[src/rtl/ptw_pkg.sv]
package ptw_pkg;

   typedef enum logic [2:0] {
      ST_IDLE,
      ST_RD_DIR,
      ST_CHK_DIR,
      ST_RD_LEAF,
      ST_CHK_LEAF,
      ST_WB,
      ST_DONE,
      ST_FAULT
   } walk_state_e;

   // flag positions inside a table entry
   localparam int unsigned F_PRESENT = 0;
   localparam int unsigned F_WRITE   = 1;
   localparam int unsigned F_USER    = 2;
   localparam int unsigned F_ACCESS  = 5;
   localparam int unsigned F_DIRTY   = 6;
   localparam int unsigned F_BIG     = 7;

endpackage

[src/rtl/ptw_entry_eval.sv]
module ptw_entry_eval
   import ptw_pkg::*;
#(
   parameter int unsigned ENTRY_W = 32
) (
   input  logic [ENTRY_W-1:0] entry,
   input  logic               is_write,
   input  logic               is_user,
   input  logic               mark_dirty,
   output logic               absent,
   output logic               denied,
   output logic [ENTRY_W-1:0] next_entry,
   output logic               changed
);
   always_comb begin
      absent     = ~entry[F_PRESENT];
      denied     = (is_write & ~entry[F_WRITE]) | (is_user & ~entry[F_USER]);
      next_entry = entry;
      next_entry[F_ACCESS] = 1'b1;
      if (mark_dirty) next_entry[F_DIRTY] = 1'b1;
      changed    = (next_entry != entry);
   end
endmodule

[src/rtl/ptw_addr_gen.sv]
module ptw_addr_gen #(
   parameter int unsigned VA_W    = 32,
   parameter int unsigned IDX_W   = 10,
   parameter int unsigned OFS_W   = 12
) (
   input  logic [VA_W-OFS_W-1:0] root_frame,
   input  logic [VA_W-1:0]       vaddr,
   input  logic [VA_W-1:0]       dir_entry,
   input  logic [VA_W-1:0]       leaf_entry,
   output logic [VA_W-1:0]       dir_addr,
   output logic [VA_W-1:0]       leaf_addr,
   output logic [VA_W-1:0]       small_pa,
   output logic [VA_W-1:0]       big_pa
);
   localparam int unsigned SLOT_W = OFS_W - IDX_W;
   localparam int unsigned BIG_W  = IDX_W + OFS_W;

   if (SLOT_W != 2) begin : g_bad_slot
      $error("ptw_addr_gen: a table of 2**IDX_W words must fill one page");
   end

   logic [IDX_W-1:0] idx_hi;
   logic [IDX_W-1:0] idx_lo;

   always_comb begin
      idx_hi    = vaddr[VA_W-1 -: IDX_W];
      idx_lo    = vaddr[OFS_W +: IDX_W];
      dir_addr  = {root_frame, idx_hi, {SLOT_W{1'b0}}};
      leaf_addr = {dir_entry[VA_W-1:OFS_W], idx_lo, {SLOT_W{1'b0}}};
      small_pa  = {leaf_entry[VA_W-1:OFS_W], vaddr[OFS_W-1:0]};
      big_pa    = {dir_entry[VA_W-1:BIG_W], vaddr[BIG_W-1:0]};
   end
endmodule

[src/rtl/ptw_core.sv]
module ptw_core
   import ptw_pkg::*;
#(
   parameter int unsigned VA_W     = 32,
   parameter int unsigned IDX_W    = 10,
   parameter int unsigned OFS_W    = 12,
   parameter bit          LARGE_EN = 1'b1,
   localparam int unsigned FRAME_W = VA_W - OFS_W
) (
   input  logic               clk,
   input  logic               rst_n,
   input  logic               req_valid,
   output logic               req_ready,
   input  logic [VA_W-1:0]    req_vaddr,
   input  logic               req_write,
   input  logic               req_user,
   input  logic [FRAME_W-1:0] root_base,
   output logic               mem_req,
   output logic               mem_we,
   output logic [VA_W-1:0]    mem_addr,
   output logic [VA_W-1:0]    mem_wdata,
   input  logic               mem_ready,
   input  logic [VA_W-1:0]    mem_rdata,
   output logic               done_valid,
   output logic [VA_W-1:0]    done_paddr,
   output logic [FRAME_W-1:0] fill_vpn,
   output logic [VA_W-1:0]    fill_entry,
   output logic               fill_large,
   output logic               fault_valid,
   output logic [VA_W-1:0]    fault_vaddr,
   output logic               fault_prot,
   output logic               fault_write,
   output logic               fault_user
);
   if (VA_W != 2 * IDX_W + OFS_W) begin : g_bad_split
      $error("ptw_core: two indices and the offset must cover the address");
   end

   walk_state_e        state;
   logic [VA_W-1:0]    va_q, dir_q, leaf_q;
   logic [FRAME_W-1:0] root_q;
   logic               wr_q, usr_q, big_q, prot_q;
   logic               dir_wb_q, leaf_wb_q;

   logic [VA_W-1:0] dir_addr, leaf_addr, small_pa, big_pa;
   logic [VA_W-1:0] dir_next, leaf_next;
   logic            dir_absent, dir_denied, dir_changed;
   logic            leaf_absent, leaf_denied, leaf_changed;
   logic            big_sel;

   if (LARGE_EN) begin : g_large
      assign big_sel = dir_q[F_BIG];
   end else begin : g_small_only
      assign big_sel = 1'b0;
   end

   ptw_addr_gen #(.VA_W(VA_W), .IDX_W(IDX_W), .OFS_W(OFS_W)) u_addr (
      .root_frame (root_q),
      .vaddr      (va_q),
      .dir_entry  (dir_q),
      .leaf_entry (leaf_q),
      .dir_addr   (dir_addr),
      .leaf_addr  (leaf_addr),
      .small_pa   (small_pa),
      .big_pa     (big_pa)
   );

   ptw_entry_eval #(.ENTRY_W(VA_W)) u_dir_eval (
      .entry      (dir_q),
      .is_write   (wr_q),
      .is_user    (usr_q),
      .mark_dirty (wr_q & big_sel),
      .absent     (dir_absent),
      .denied     (dir_denied),
      .next_entry (dir_next),
      .changed    (dir_changed)
   );

   ptw_entry_eval #(.ENTRY_W(VA_W)) u_leaf_eval (
      .entry      (leaf_q),
      .is_write   (wr_q),
      .is_user    (usr_q),
      .mark_dirty (wr_q),
      .absent     (leaf_absent),
      .denied     (leaf_denied),
      .next_entry (leaf_next),
      .changed    (leaf_changed)
   );

   always_ff @(posedge clk or negedge rst_n) begin
      if (!rst_n) begin
         state     <= ST_IDLE;
         va_q      <= '0;
         dir_q     <= '0;
         leaf_q    <= '0;
         root_q    <= '0;
         wr_q      <= 1'b0;
         usr_q     <= 1'b0;
         big_q     <= 1'b0;
         prot_q    <= 1'b0;
         dir_wb_q  <= 1'b0;
         leaf_wb_q <= 1'b0;
      end else begin
         case (state)
            ST_IDLE: if (req_valid) begin
               va_q      <= req_vaddr;
               wr_q      <= req_write;
               usr_q     <= req_user;
               root_q    <= root_base;
               big_q     <= 1'b0;
               dir_wb_q  <= 1'b0;
               leaf_wb_q <= 1'b0;
               state     <= ST_RD_DIR;
            end
            ST_RD_DIR: if (mem_ready) begin
               dir_q <= mem_rdata;
               state <= ST_CHK_DIR;
            end
            ST_CHK_DIR: begin
               if (dir_absent) begin
                  prot_q <= 1'b0;
                  state  <= ST_FAULT;
               end else if (dir_denied) begin
                  prot_q <= 1'b1;
                  state  <= ST_FAULT;
               end else if (big_sel) begin
                  dir_q    <= dir_next;
                  dir_wb_q <= dir_changed;
                  big_q    <= 1'b1;
                  state    <= dir_changed ? ST_WB : ST_DONE;
               end else begin
                  state <= ST_RD_LEAF;
               end
            end
            ST_RD_LEAF: if (mem_ready) begin
               leaf_q <= mem_rdata;
               state  <= ST_CHK_LEAF;
            end
            ST_CHK_LEAF: begin
               if (leaf_absent) begin
                  prot_q <= 1'b0;
                  state  <= ST_FAULT;
               end else if (leaf_denied) begin
                  prot_q <= 1'b1;
                  state  <= ST_FAULT;
               end else begin
                  dir_q     <= dir_next;
                  leaf_q    <= leaf_next;
                  dir_wb_q  <= dir_changed;
                  leaf_wb_q <= leaf_changed;
                  state     <= (dir_changed | leaf_changed) ? ST_WB : ST_DONE;
               end
            end
            ST_WB: if (mem_ready) begin
               if (dir_wb_q) dir_wb_q <= 1'b0;
               else          leaf_wb_q <= 1'b0;
               if (!(dir_wb_q && leaf_wb_q)) state <= ST_DONE;
            end
            ST_DONE:  state <= ST_IDLE;
            ST_FAULT: state <= ST_IDLE;
            default:  state <= ST_IDLE;
         endcase
      end
   end

   always_comb begin
      req_ready = (state == ST_IDLE);
      mem_req   = (state == ST_RD_DIR) || (state == ST_RD_LEAF) || (state == ST_WB);
      mem_we    = (state == ST_WB);
      mem_addr  = '0;
      mem_wdata = '0;
      case (state)
         ST_RD_DIR:  mem_addr = dir_addr;
         ST_RD_LEAF: mem_addr = leaf_addr;
         ST_WB: begin
            mem_addr  = dir_wb_q ? dir_addr : leaf_addr;
            mem_wdata = dir_wb_q ? dir_q : leaf_q;
         end
         default: ;
      endcase
   end

   assign done_valid  = (state == ST_DONE);
   assign done_paddr  = big_q ? big_pa : small_pa;
   assign fill_vpn    = va_q[VA_W-1:OFS_W];
   assign fill_entry  = big_q ? dir_q : leaf_q;
   assign fill_large  = big_q;
   assign fault_valid = (state == ST_FAULT);
   assign fault_vaddr = va_q;
   assign fault_prot  = prot_q;
   assign fault_write = wr_q;
   assign fault_user  = usr_q;

endmodule

[config.mk]
export PLATFORM = sky130hd
export DESIGN_NAME = ptw_core
export DESIGN_NICKNAME = d
export VERILOG_FILES = /design/src/rtl/ptw_pkg.sv /design/src/rtl/ptw_entry_eval.sv /design/src/rtl/ptw_addr_gen.sv /design/src/rtl/ptw_core.sv
export SDC_FILE = /design/constraint.sdc
export NUM_CORES = 1
export LEC_CHECK = 0
export ABC_AREA = 1
export BUFFER_PORTS_ARGS = -buffer_cell sky130_fd_sc_hd__buf_2
export CELL_PAD_IN_SITES_DETAIL_PLACEMENT = 1
export CELL_PAD_IN_SITES_GLOBAL_PLACEMENT = 1
export CORE_UTILIZATION = 37
export CTS_CLUSTER_DIAMETER = 200
export CTS_CLUSTER_SIZE = 28
export DETAILED_ROUTE_END_ITERATION = 16
export PLACE_DENSITY_LB_ADDON = 0.1
export RECOVER_POWER = 100
export SYNTH_ARGS = -nofsm -noshare
export SYNTH_HDL_FRONTEND = slang
export SYNTH_SLANG_ARGS = --single-unit
[constraint.sdc]
create_clock -name clk -period 3.2 [get_ports clk]
set_input_delay 0.32 -clock clk [delete_from_list [all_inputs] [get_ports clk]]
set_output_delay 0.32 -clock clk [all_outputs]
set_load 0.02 [all_outputs]
==> results of run 1 <==
-- per-layer routing --
metal | track usage [%] | vias up | share of wire (%)
li1 | - | 3108 | -
met1 | 31.40 | 3026 | 43
met2 | 41.98 | 219 | 49
met3 | 6.148 | 20 | 7.0
met4 | 8.547 | 0 | 1.2
met5 | 0 | - | 0
-- final cells by class --
| class | count | area, um2 | share of cell area, % |
|---|---|---|---|
| Clock buffer | 21 | 460.4 | 5.740 |
| Antenna cell | 3 | 7.507 | 0.09359 |
| Sequential cell | 125 | 3128 | 39.00 |
| Timing Repair Buffer | 290 | 1264 | 15.75 |
| Tap cell | 225 | 281.5 | 3.510 |
| Clock inverter | 9 | 47.55 | 0.5927 |
| Multi-Input combinational cell | 516 | 2382 | 29.70 |
| Inverter | 120 | 450.4 | 5.615 |
-- cells in the mapped netlist --
cell and count:
a21boi_1 1, a21oi_1 17, buf_1 1, buf_2 16, buf_4 82, buf_6 1, clkbuf_1 20, conb_1 1
dfrtp_1 125, inv_1 114, inv_2 6, mux2_1 4, mux2_2 2, nand2_1 227, nand2_2 3, nand3_1 23
nand3b_1 1, nand4_1 5, nor2_1 28, nor2_2 5, nor3_1 1, o21ai_0 129, o21ai_1 23, o22ai_1 45
-- tightest hold or removal path, stage by stage --
cell     delay (ps)
buf_2            70
nand2_1          40
nand2_1          50
-- per-stage QoR --
step | setup slack (ps) | util, % | instances | hold slack, ps
2_1_floorplan | 1252 | - | 881 | 24.41
3_3_place_gp | 973.2 | 44.31 | 1275 | 395.1
3_5_place_dp | 931.9 | 44.31 | 1275 | 400.9
4_1_cts | 479.7 | 47.26 | 1306 | 91.95
5_1_grt | 187.2 | 45.71 | 1307 | 102.5
6_report | 361.8 | 45.74 | 1309 | 104.1
-- final timing paths --
kind	to	slack, ps
max	mem_addr[16]	360
min	fault_vaddr[11]$_DFFE_PN0P_	100
max reg2reg	leaf_q[29]$_DFFE_PN0P_	560
min reg2reg	leaf_wb_q$_DFFE_PN0P_	470
max in group asynchronous	root_q[13]$_DFFE_PN0P_	800
min in group asynchronous	dir_q[30]$_DFFE_PN0P_	980
-- flip-flops by register name, summed over array words and instances, names as in the netlist --
register / flops
dir_wb_q: 1
leaf_q: 32
fault_vaddr: 32
state: 3
leaf_wb_q: 1
fault_user: 1
root_q: 20
dir_q: 32
fill_large: 1
fault_prot: 1
fault_write: 1
-- kinds of logic after synthesis --
family | after synthesis
and+or+nand+nor | 293
buffers and inverters | 240
AOI/OAI and AO/OA | 215
DFF | 125
muxes | 6
other | 1
-- power by group through the flow --
stage / logic [W] / clock network (W) / registers (W)
floorplan: 0.00432 / 0 / 0.00272
global placement: 0.00562 / 0 / 0.00281
global route: 0.00586 / 0.00179 / 0.00294
detailed placement: 0.00566 / 0 / 0.00286
CTS: 0.00569 / 0.00174 / 0.00283
finish: 0.00528 / 0.00170 / 0.00283
==> results.json, run 1 <==
{
  "status": "finished with violations",
  "violations": "max-capacitance violations, max-slew violations",
  "grt_pass1_vias": 6477,
  "path_common_cell": "nor2_1",
  "pwr-share-seq_pct": 28.8,
  "crit-reg2reg-launch": "state[2]$_DFFE_PN0P_",
  "wirelength_um": 22840,
  "synth_compound_area_share_pct": 16.85,
  "syn_area_per_cell_um2": 7.655,
  "cp.depth": 8,
  "period_minus_slack_ps": 2838,
  "final_cell_mix": "nand2_1 (230), clkbuf_1 (180), o21ai_0 (149)",
  "critical_path_class": "flip-flop to output pin",
  "cap_violations": 1,
  "cp-start-kind": "flip-flop",
  "clockBufferDepth": 2,
  "ys_warn_count": 0,
  "n_fill_cell": 2348,
  "num_io_pins": 279,
  "rsz0062_at_grt": "false",
  "ant_nets": 0,
  "synth_fa_ha_area_share_pct": 0,
  "numPortBuffers": 276,
  "synth-xor-area-share_pct": 0,
  "gp_congestion": 0.8653,
  "ys_seq_area_share_pct": 46.43,
  "clock_skew_ps": 6.477,
  "die_x_um": 136.9,
  "crit_start": "state[0]$_DFFE_PN0P_",
  "routed_via_density": 4.869,
  "hold_class": "input port to flip-flop",
  "p_sw_w": 0.005149,
  "drc_errors": 0,
  "ys_types": 24,
  "die-area_mm2": 0.01875,
  "cts_setup_buffers": 0,
  "crit_arrival_ps": 2520,
  "syn_inst": 880,
  "vdd_ir_drop_max_mv": 0.4960,
  "cts_max_level": 4,
  "slew_violations": 70,
  "antenna_found_initial": 4,
  "min_from": "req_vaddr[11]",
  "finalCritPeriodShare_pct": 88.69,
  "holdPathStages": 3,
  "synth_top_family_by_area": "buffers and inverters",
  "switching_share_pct": 52.47,
  "clkPwrFrac_pct": 17.4,
  "cp_top_family": "simple AND/OR/NAND/NOR gates",
  "area_growth_pct": 19.07,
  "powerDensity_mw_per_mm2": 1223,
  "cts_sinks": 125,
  "ys_top_cells_by_area": "dfrtp_1 (46%), nand2_1 (13%), o21ai_0 (9.6%), buf_4 (9.1%), inv_1 (6.4%)",
  "stdcell_area_mm2": 0.008021,
  "worst_pin_slew_ps": 1921,
  "critPathMaxStageDelay_ps": 440,
  "clock_latency_ps": 420,
  "synth.top_cell.area_share_pct": 46.43,
  "place_hpwl_um": 17250,
  "fmax_mhz": 352.3,
  "coreArea_mm2": 0.01754,
  "drt_pass1_iterations": 4,
  "wl_per_cell_um": 17.45,
  "setup_tns_ps": 0,
  "hold_violations": 0,
  "synth_area_leader_cell": "dfrtp_1",
  "holdBufCountCts": 1,
  "crit_fanout": 16,
  "die_h_um": 136.9,
  "place_area_mm2": 0.007770,
  "postCtsResizedCells": 0,
  "gr-total-overflow": 0,
  "crit_buf_inv": 3,
  "track_usage_pct": 25.07,
  "pwr-share-comb_pct": 53.8,
  "num_vias": 6373,
  "crit_path_top_delay_cell": "dfrtp_1",
  "syn_area_mm2": 0.006736,
  "relSlewSlack_pct": -28.04,
  "placementRows": 48,
  "nets": 1160,
  "synth.area.mux_share_pct": 1.003,
  "r2r_cells": 8,
  "drt_iter0_drc": 284,
  "p_int_w": 0.004665,
  "final_layout_size_suffix_gt1_share_pct": 13.60,
  "crit_path_end_kind": "output pin",
  "cts_root_buf": "clkbuf_16",
  "ys_ff_latch": 125,
  "cts_tree": "done",
  "yosys.area_share.simple_pct": 17.31,
  "p_leak_nw": 3.970,
  "clk_pin_slew_ps": 60,
  "grt_first_pass_wirelength_um": 35220,
  "grt_max_degree": 71,
  "cp_cell_sequence": "inv_2, nor2_1, nand2_1, nor2_1, nor2_4, buf_4, o22ai_1, clkbuf_1",
  "required_ps": 2880,
  "layout_commonest_cell": "nand2_1",
  "cts_buffers": 17,
  "setup_viol": 0,
  "initial_utilization_pct": 38.41,
  "finalPower_w": 0.009814
}
Power figures use the tool's default switching activity.
==> run 2, diff against run 1 <==
--- a/config.mk
+++ b/config.mk
@@ -13,7 +13,8 @@
 export CTS_CLUSTER_DIAMETER = 200
 export CTS_CLUSTER_SIZE = 28
 export DETAILED_ROUTE_END_ITERATION = 16
-export PLACE_DENSITY_LB_ADDON = 0.1
+export GPL_TIMING_DRIVEN = 0
+export PLACE_DENSITY_LB_ADDON = 0.05
 export RECOVER_POWER = 100
 export SYNTH_ARGS = -nofsm -noshare
 export SYNTH_HDL_FRONTEND = slang
==> results.json, run 2 (synthesized netlist as in run 1, its figures left out) <==
{
  "place_hpwl_um": 19280,
  "cp-start-kind": "flip-flop",
  "clock_latency_ps": 420,
  "vdd_ir_drop_max_mv": 0.5032,
  "fmax_mhz": 349.3,
  "period_minus_slack_ps": 2863,
  "clock_skew_ps": 6.078,
  "diodes": 0,
  "pwr-share-comb_pct": 56.7,
  "numPortBuffers": 276,
  "clockBufferDepth": 2,
  "layout_commonest_cell": "nand2_1",
  "grt_first_pass_wirelength_um": 38000,
  "violations": "max-capacitance violations, max-slew violations",
  "grt_pass1_vias": 6973,
  "finalPower_w": 0.01079,
  "die_x_um": 136.9,
  "required_ps": 2880,
  "worst_pin_slew_ps": 1596,
  "setup_tns_ps": 0,
  "p_sw_w": 0.005408,
  "switching_share_pct": 50.14,
  "drc_errors": 0,
  "antenna_found_initial": 1,
  "crit_fanout": 10,
  "placementRows": 48,
  "crit_path_end_kind": "output pin",
  "cts_setup_buffers": 0,
  "critical_path_class": "flip-flop to output pin",
  "slew_violations": 59,
  "rsz0062_at_grt": "false",
  "postCtsResizedCells": 0,
  "drt_iter0_drc": 275,
  "wl_per_cell_um": 17.77,
  "pwr-share-seq_pct": 26.1,
  "p_int_w": 0.005379,
  "coreArea_mm2": 0.01754,
  "initial_utilization_pct": 38.41,
  "hold_violations": 0,
  "cap_violations": 1,
  "routed_via_density": 4.853,
  "cts_sinks": 125,
  "grt_max_degree": 68,
  "drt_pass1_iterations": 4,
  "cts_buffers": 17,
  "clkPwrFrac_pct": 17.2,
  "clk_pin_slew_ps": 50,
  "track_usage_pct": 27.35,
  "gr-total-overflow": 0,
  "cts_tree": "done",
  "p_leak_nw": 4.412,
  "setup_viol": 0,
  "num_io_pins": 279,
  "ant_nets": 0,
  "hold_class": "input port to flip-flop",
  "powerDensity_mw_per_mm2": 1236,
  "num_vias": 6862,
  "holdBufCountCts": 1,
  "gp_congestion": 0.8400,
  "finalCritPeriodShare_pct": 89.46,
  "cts_root_buf": "clkbuf_16",
  "final_cell_mix": "nand2_1 (230), clkbuf_1 (208), o21ai_0 (143)",
  "status": "finished with violations",
  "die-area_mm2": 0.01875,
  "final_layout_size_suffix_gt1_share_pct": 18.76,
  "area_growth_pct": 29.55,
  "cts_max_level": 4,
  "die_h_um": 136.9,
  "crit_arrival_ps": 2540,
  "relSlewSlack_pct": -6.404,
  "nets": 1268,
  "wirelength_um": 25120
}
[run 2: cell count changes in the layout (fill, tap and decap cells not counted), sizes merged]
| cell | previous run | this run |
|---|---|---|
| bufinv | 0 | 1 |
| clkbuf | 204 | 231 |
| buf | 106 | 189 |
| clkinv | 9 | 6 |
| diode | 3 | 0 |
[run 2: critical path, stage by stage, from the launching register on]
cell and delay (ps):
dfrtp_1 360, clkbuf_1 450, nand2_1 360, clkbuf_1 390, o22ai_1 280, clkbuf_1 280
[run 2: per-layer routing]
metal | part of all wire [%] | vias to the layer above | global-route usage [%]
li1 | - | 3325 | -
met1 | 42 | 3258 | 32.99
met2 | 48 | 241 | 47.73
met3 | 7.3 | 36 | 6.593
met4 | 2.0 | 2 | 8.669
met5 | 0.052 | - | 0
[run 2: worst paths after layout]
check / slack (ps) / from / endpoint / depth (start not counted)
setup reg to reg: 800 / state[2]$_DFFE_PN0P_ / fault_vaddr[13]$_DFFE_PN0P_ / 7
hold / removal: 110 / req_vaddr[3] / fault_vaddr[3]$_DFFE_PN0P_ / 3
max in group asynchronous: 1300 / rst_n / leaf_q[18]$_DFFE_PN0P_ / 3
setup / recovery: 340 / dir_wb_q$_DFFE_PN0P_ / mem_wdata[31] / 5
hold reg to reg: 470 / fault_prot$_DFFE_PN0P_ / fault_prot$_DFFE_PN0P_ / 2
min in group asynchronous: 860 / rst_n / fault_vaddr[6]$_DFFE_PN0P_ / 2
[run 2: area by class of cell]
type / count / area, um2
timing repair buffer: 278 / 1202
multi-input combinational: 516 / 2356
fill: 2409 / 8810
buffer: 120 / 748.2
clock inverter: 7 / 62.56
tap: 225 / 281.5
inverter: 120 / 450.4
sequential: 125 / 3128
clock buffer: 23 / 498.0
[run 2: power by group through the flow]
stage | Sequential (W) | Combinational [W] | Clock, W
after detailed placement | 0.00284 | 0.00649 | 0
after CTS | 0.00282 | 0.00653 | 0.00188
after global placement | 0.00281 | 0.00638 | 0
after global routing | 0.00290 | 0.00671 | 0.00193
final | 0.00282 | 0.00612 | 0.00185
after floorplan | 0.00272 | 0.00432 | 0
[run 2: per-stage QoR]
stage	util, %	hold slack (ps)	worst slack [ps]	std cells	cell area (um2)
after floorplan	-	24.41	1252	881	6740
after global placement	47.92	453.7	-18.90	1382	8403
after detailed placement	48.11	347.3	878.5	1383	8437
after CTS	51.36	90.11	425.0	1414	9007
after global routing	49.76	99.29	161.5	1414	8727
final	49.76	106.5	337.3	1414	8727
==> run 3, diff against run 2 <==
--- a/config.mk
+++ b/config.mk
@@ -16,6 +16,7 @@
 export GPL_TIMING_DRIVEN = 0
 export PLACE_DENSITY_LB_ADDON = 0.05
 export RECOVER_POWER = 100
+export SLEW_MARGIN = 20
 export SYNTH_ARGS = -nofsm -noshare
 export SYNTH_HDL_FRONTEND = slang
 export SYNTH_SLANG_ARGS = --single-unit
==> constraint.sdc (replaced) <==
create_clock -name clk -period 3.2 [get_ports clk]
set_input_delay 0.64 -clock clk [delete_from_list [all_inputs] [get_ports clk]]
set_output_delay 0.64 -clock clk [all_outputs]
set_load 0.02 [all_outputs]
==> results.json, run 3 (synthesized netlist as in run 1, its figures left out) <==
{
  "clock_latency_ps": 420,
  "violations": "max-capacitance violations, max-slew violations",
  "min_to": "fault_vaddr[8]$_DFFE_PN0P_",
  "gp_congestion": 0.8400,
  "crit_path_end_kind": "output pin",
  "wirelength_um": 25270,
  "ant_nets": 0,
  "hold_violations": 0,
  "coreArea_mm2": 0.01754,
  "clk_pin_slew_ps": 50,
  "cts_setup_buffers": 0,
  "critical_path_class": "flip-flop to output pin",
  "crit_fanout": 10,
  "grt_first_pass_wirelength_um": 38340,
  "drt_pass1_iterations": 4,
  "die_h_um": 136.9,
  "routed.top_layer": "met5",
  "r2r-end": "root_q[16]$_DFFE_PN0P_",
  "cts_buffers": 17,
  "cts_root_buf": "clkbuf_16",
  "nets": 1267,
  "cts_max_level": 4,
  "setup_viol": 0,
  "n_fill_cell": 2361,
  "routed_via_density": 4.939,
  "initial_utilization_pct": 38.41,
  "final_layout_size_suffix_gt1_share_pct": 20.17,
  "r2r_cells": 7,
  "holdPathStages": 3,
  "clock_skew_ps": 5.623,
  "antenna_found_initial": 2,
  "vdd_ir_drop_max_mv": 0.5212,
  "cap_violations": 1,
  "powerDensity_mw_per_mm2": 1264,
  "crit_path_top_delay_cell": "clkbuf_1",
  "cts_tree": "done",
  "clockBufferDepth": 2,
  "numPortBuffers": 276,
  "num_vias": 6994,
  "crit_arrival_ps": 2430,
  "relSlewSlack_pct": -3.401,
  "place_area_mm2": 0.008441,
  "grt_pass1_vias": 7039,
  "stdcell_area_mm2": 0.008823,
  "finalCritPeriodShare_pct": 96.07,
  "worst_pin_slew_ps": 1551,
  "cp_cell_sequence": "clkbuf_1, nand2_1, buf_2, o21ai_0, clkbuf_2",
  "period_minus_slack_ps": 3074,
  "num_io_pins": 279,
  "m1WireLength_um": 10850,
  "min_from": "req_vaddr[8]",
  "placementRows": 48,
  "final_util_pct": 50.31,
  "layout_commonest_cell": "nand2_1",
  "hold_class": "input port to flip-flop",
  "cp-start-kind": "flip-flop",
  "drc_errors": 0,
  "final_cell_mix": "nand2_1 (229), clkbuf_1 (196), o21ai_0 (143)",
  "met3_length_um": 1690,
  "routed-wl-met2_um": 12230,
  "crit-reg2reg-launch": "state[2]$_DFFE_PN0P_",
  "setup_ws_ps": 125.9,
  "status": "finished with violations",
  "pre_cts_slack_ps": 591.7,
  "fmax_mhz": 325.3,
  "critPathMaxStageDelay_ps": 450,
  "holdBufCountCts": 0,
  "postCtsResizedCells": 0,
  "cts_sinks": 125,
  "die_x_um": 136.9,
  "drt_iter0_drc": 344,
  "slew_violations": 60,
  "required_ps": 2560,
  "p_leak_nw": 4.474,
  "rrSetupSlack_ps": 770,
  "grt_max_degree": 68,
  "gr-total-overflow": 0,
  "finalPower_w": 0.01115,
  "setup_tns_ps": 0,
  "die-area_mm2": 0.01875,
  "place_hpwl_um": 19260,
  "area_growth_pct": 30.98,
  "rsz0062_at_grt": "false",
  "track_usage_pct": 27.44,
  "wl_per_cell_um": 17.84
}
## run 3: cell count changes in the layout (fill, tap and decap cells not counted), sizes merged
cell,previous run,this run
buf,189,181
bufinv,1,6
clkbuf,231,236
diode,0,1
dlygate4sd3,1,0
## run 3: worst max path at each step
stage,from,to,slack [ps]
2_1_floorplan,fill_large$_DFFE_PN0P_,fill_entry[23],930
3_3_place_gp,rst_n,root_q[17]$_DFFE_PN0P_,-340
3_5_place_dp,dir_wb_q$_DFFE_PN0P_,mem_wdata[19],590
4_1_cts,state[0]$_DFFE_PN0P_,mem_addr[13],140
5_1_grt,dir_wb_q$_DFFE_PN0P_,mem_wdata[18],3
6_report,dir_wb_q$_DFFE_PN0P_,mem_wdata[19],130
## run 3: per-stage QoR
step	instances	hold slack (ps)
after floorplan	881	344.4
after global placement	1382	453.7
after detailed placement	1383	452.8
after CTS	1415	170.6
after global routing	1416	420.6
final	1416	423.9
## run 3: area by class of cell
| cell class | count | area, um2 | area share (%) |
|---|---|---|---|
| antenna | 1 | 2.502 | 0.02836 |
| buffer | 120 | 752.0 | 8.522 |
| clock buffer | 20 | 446.7 | 5.062 |
| clock inverter | 12 | 216.5 | 2.453 |
| timing repair buffer | 277 | 1185 | 13.43 |
| multi-input combinational | 516 | 2361 | 26.76 |
| sequential | 125 | 3128 | 35.45 |
| tap | 225 | 281.5 | 3.191 |
| inverter | 120 | 450.4 | 5.105 |
## run 3: routing by layer
layer	up-vias	global-route usage, %
li1	3333	-
met1	3368	33.56
met2	255	47.84
met3	36	5.704
met4	2	9.035
met5	-	0
## run 3: report_power, final
group          internal (W)  switching (W)
Combinational       0.00189        0.00424
Sequential          0.00234       0.000481
Clock               0.00148       0.000723
Total               0.00570        0.00545
## run 3: critical path: cells and delay by family, from the launching register on
family | cells | cell delay (ps)
AOI/OAI and AO/OA | 1 | 290
buffers and inverters | 3 | 1000
DFF | 1 | 380
and+or+nand+nor | 1 | 350
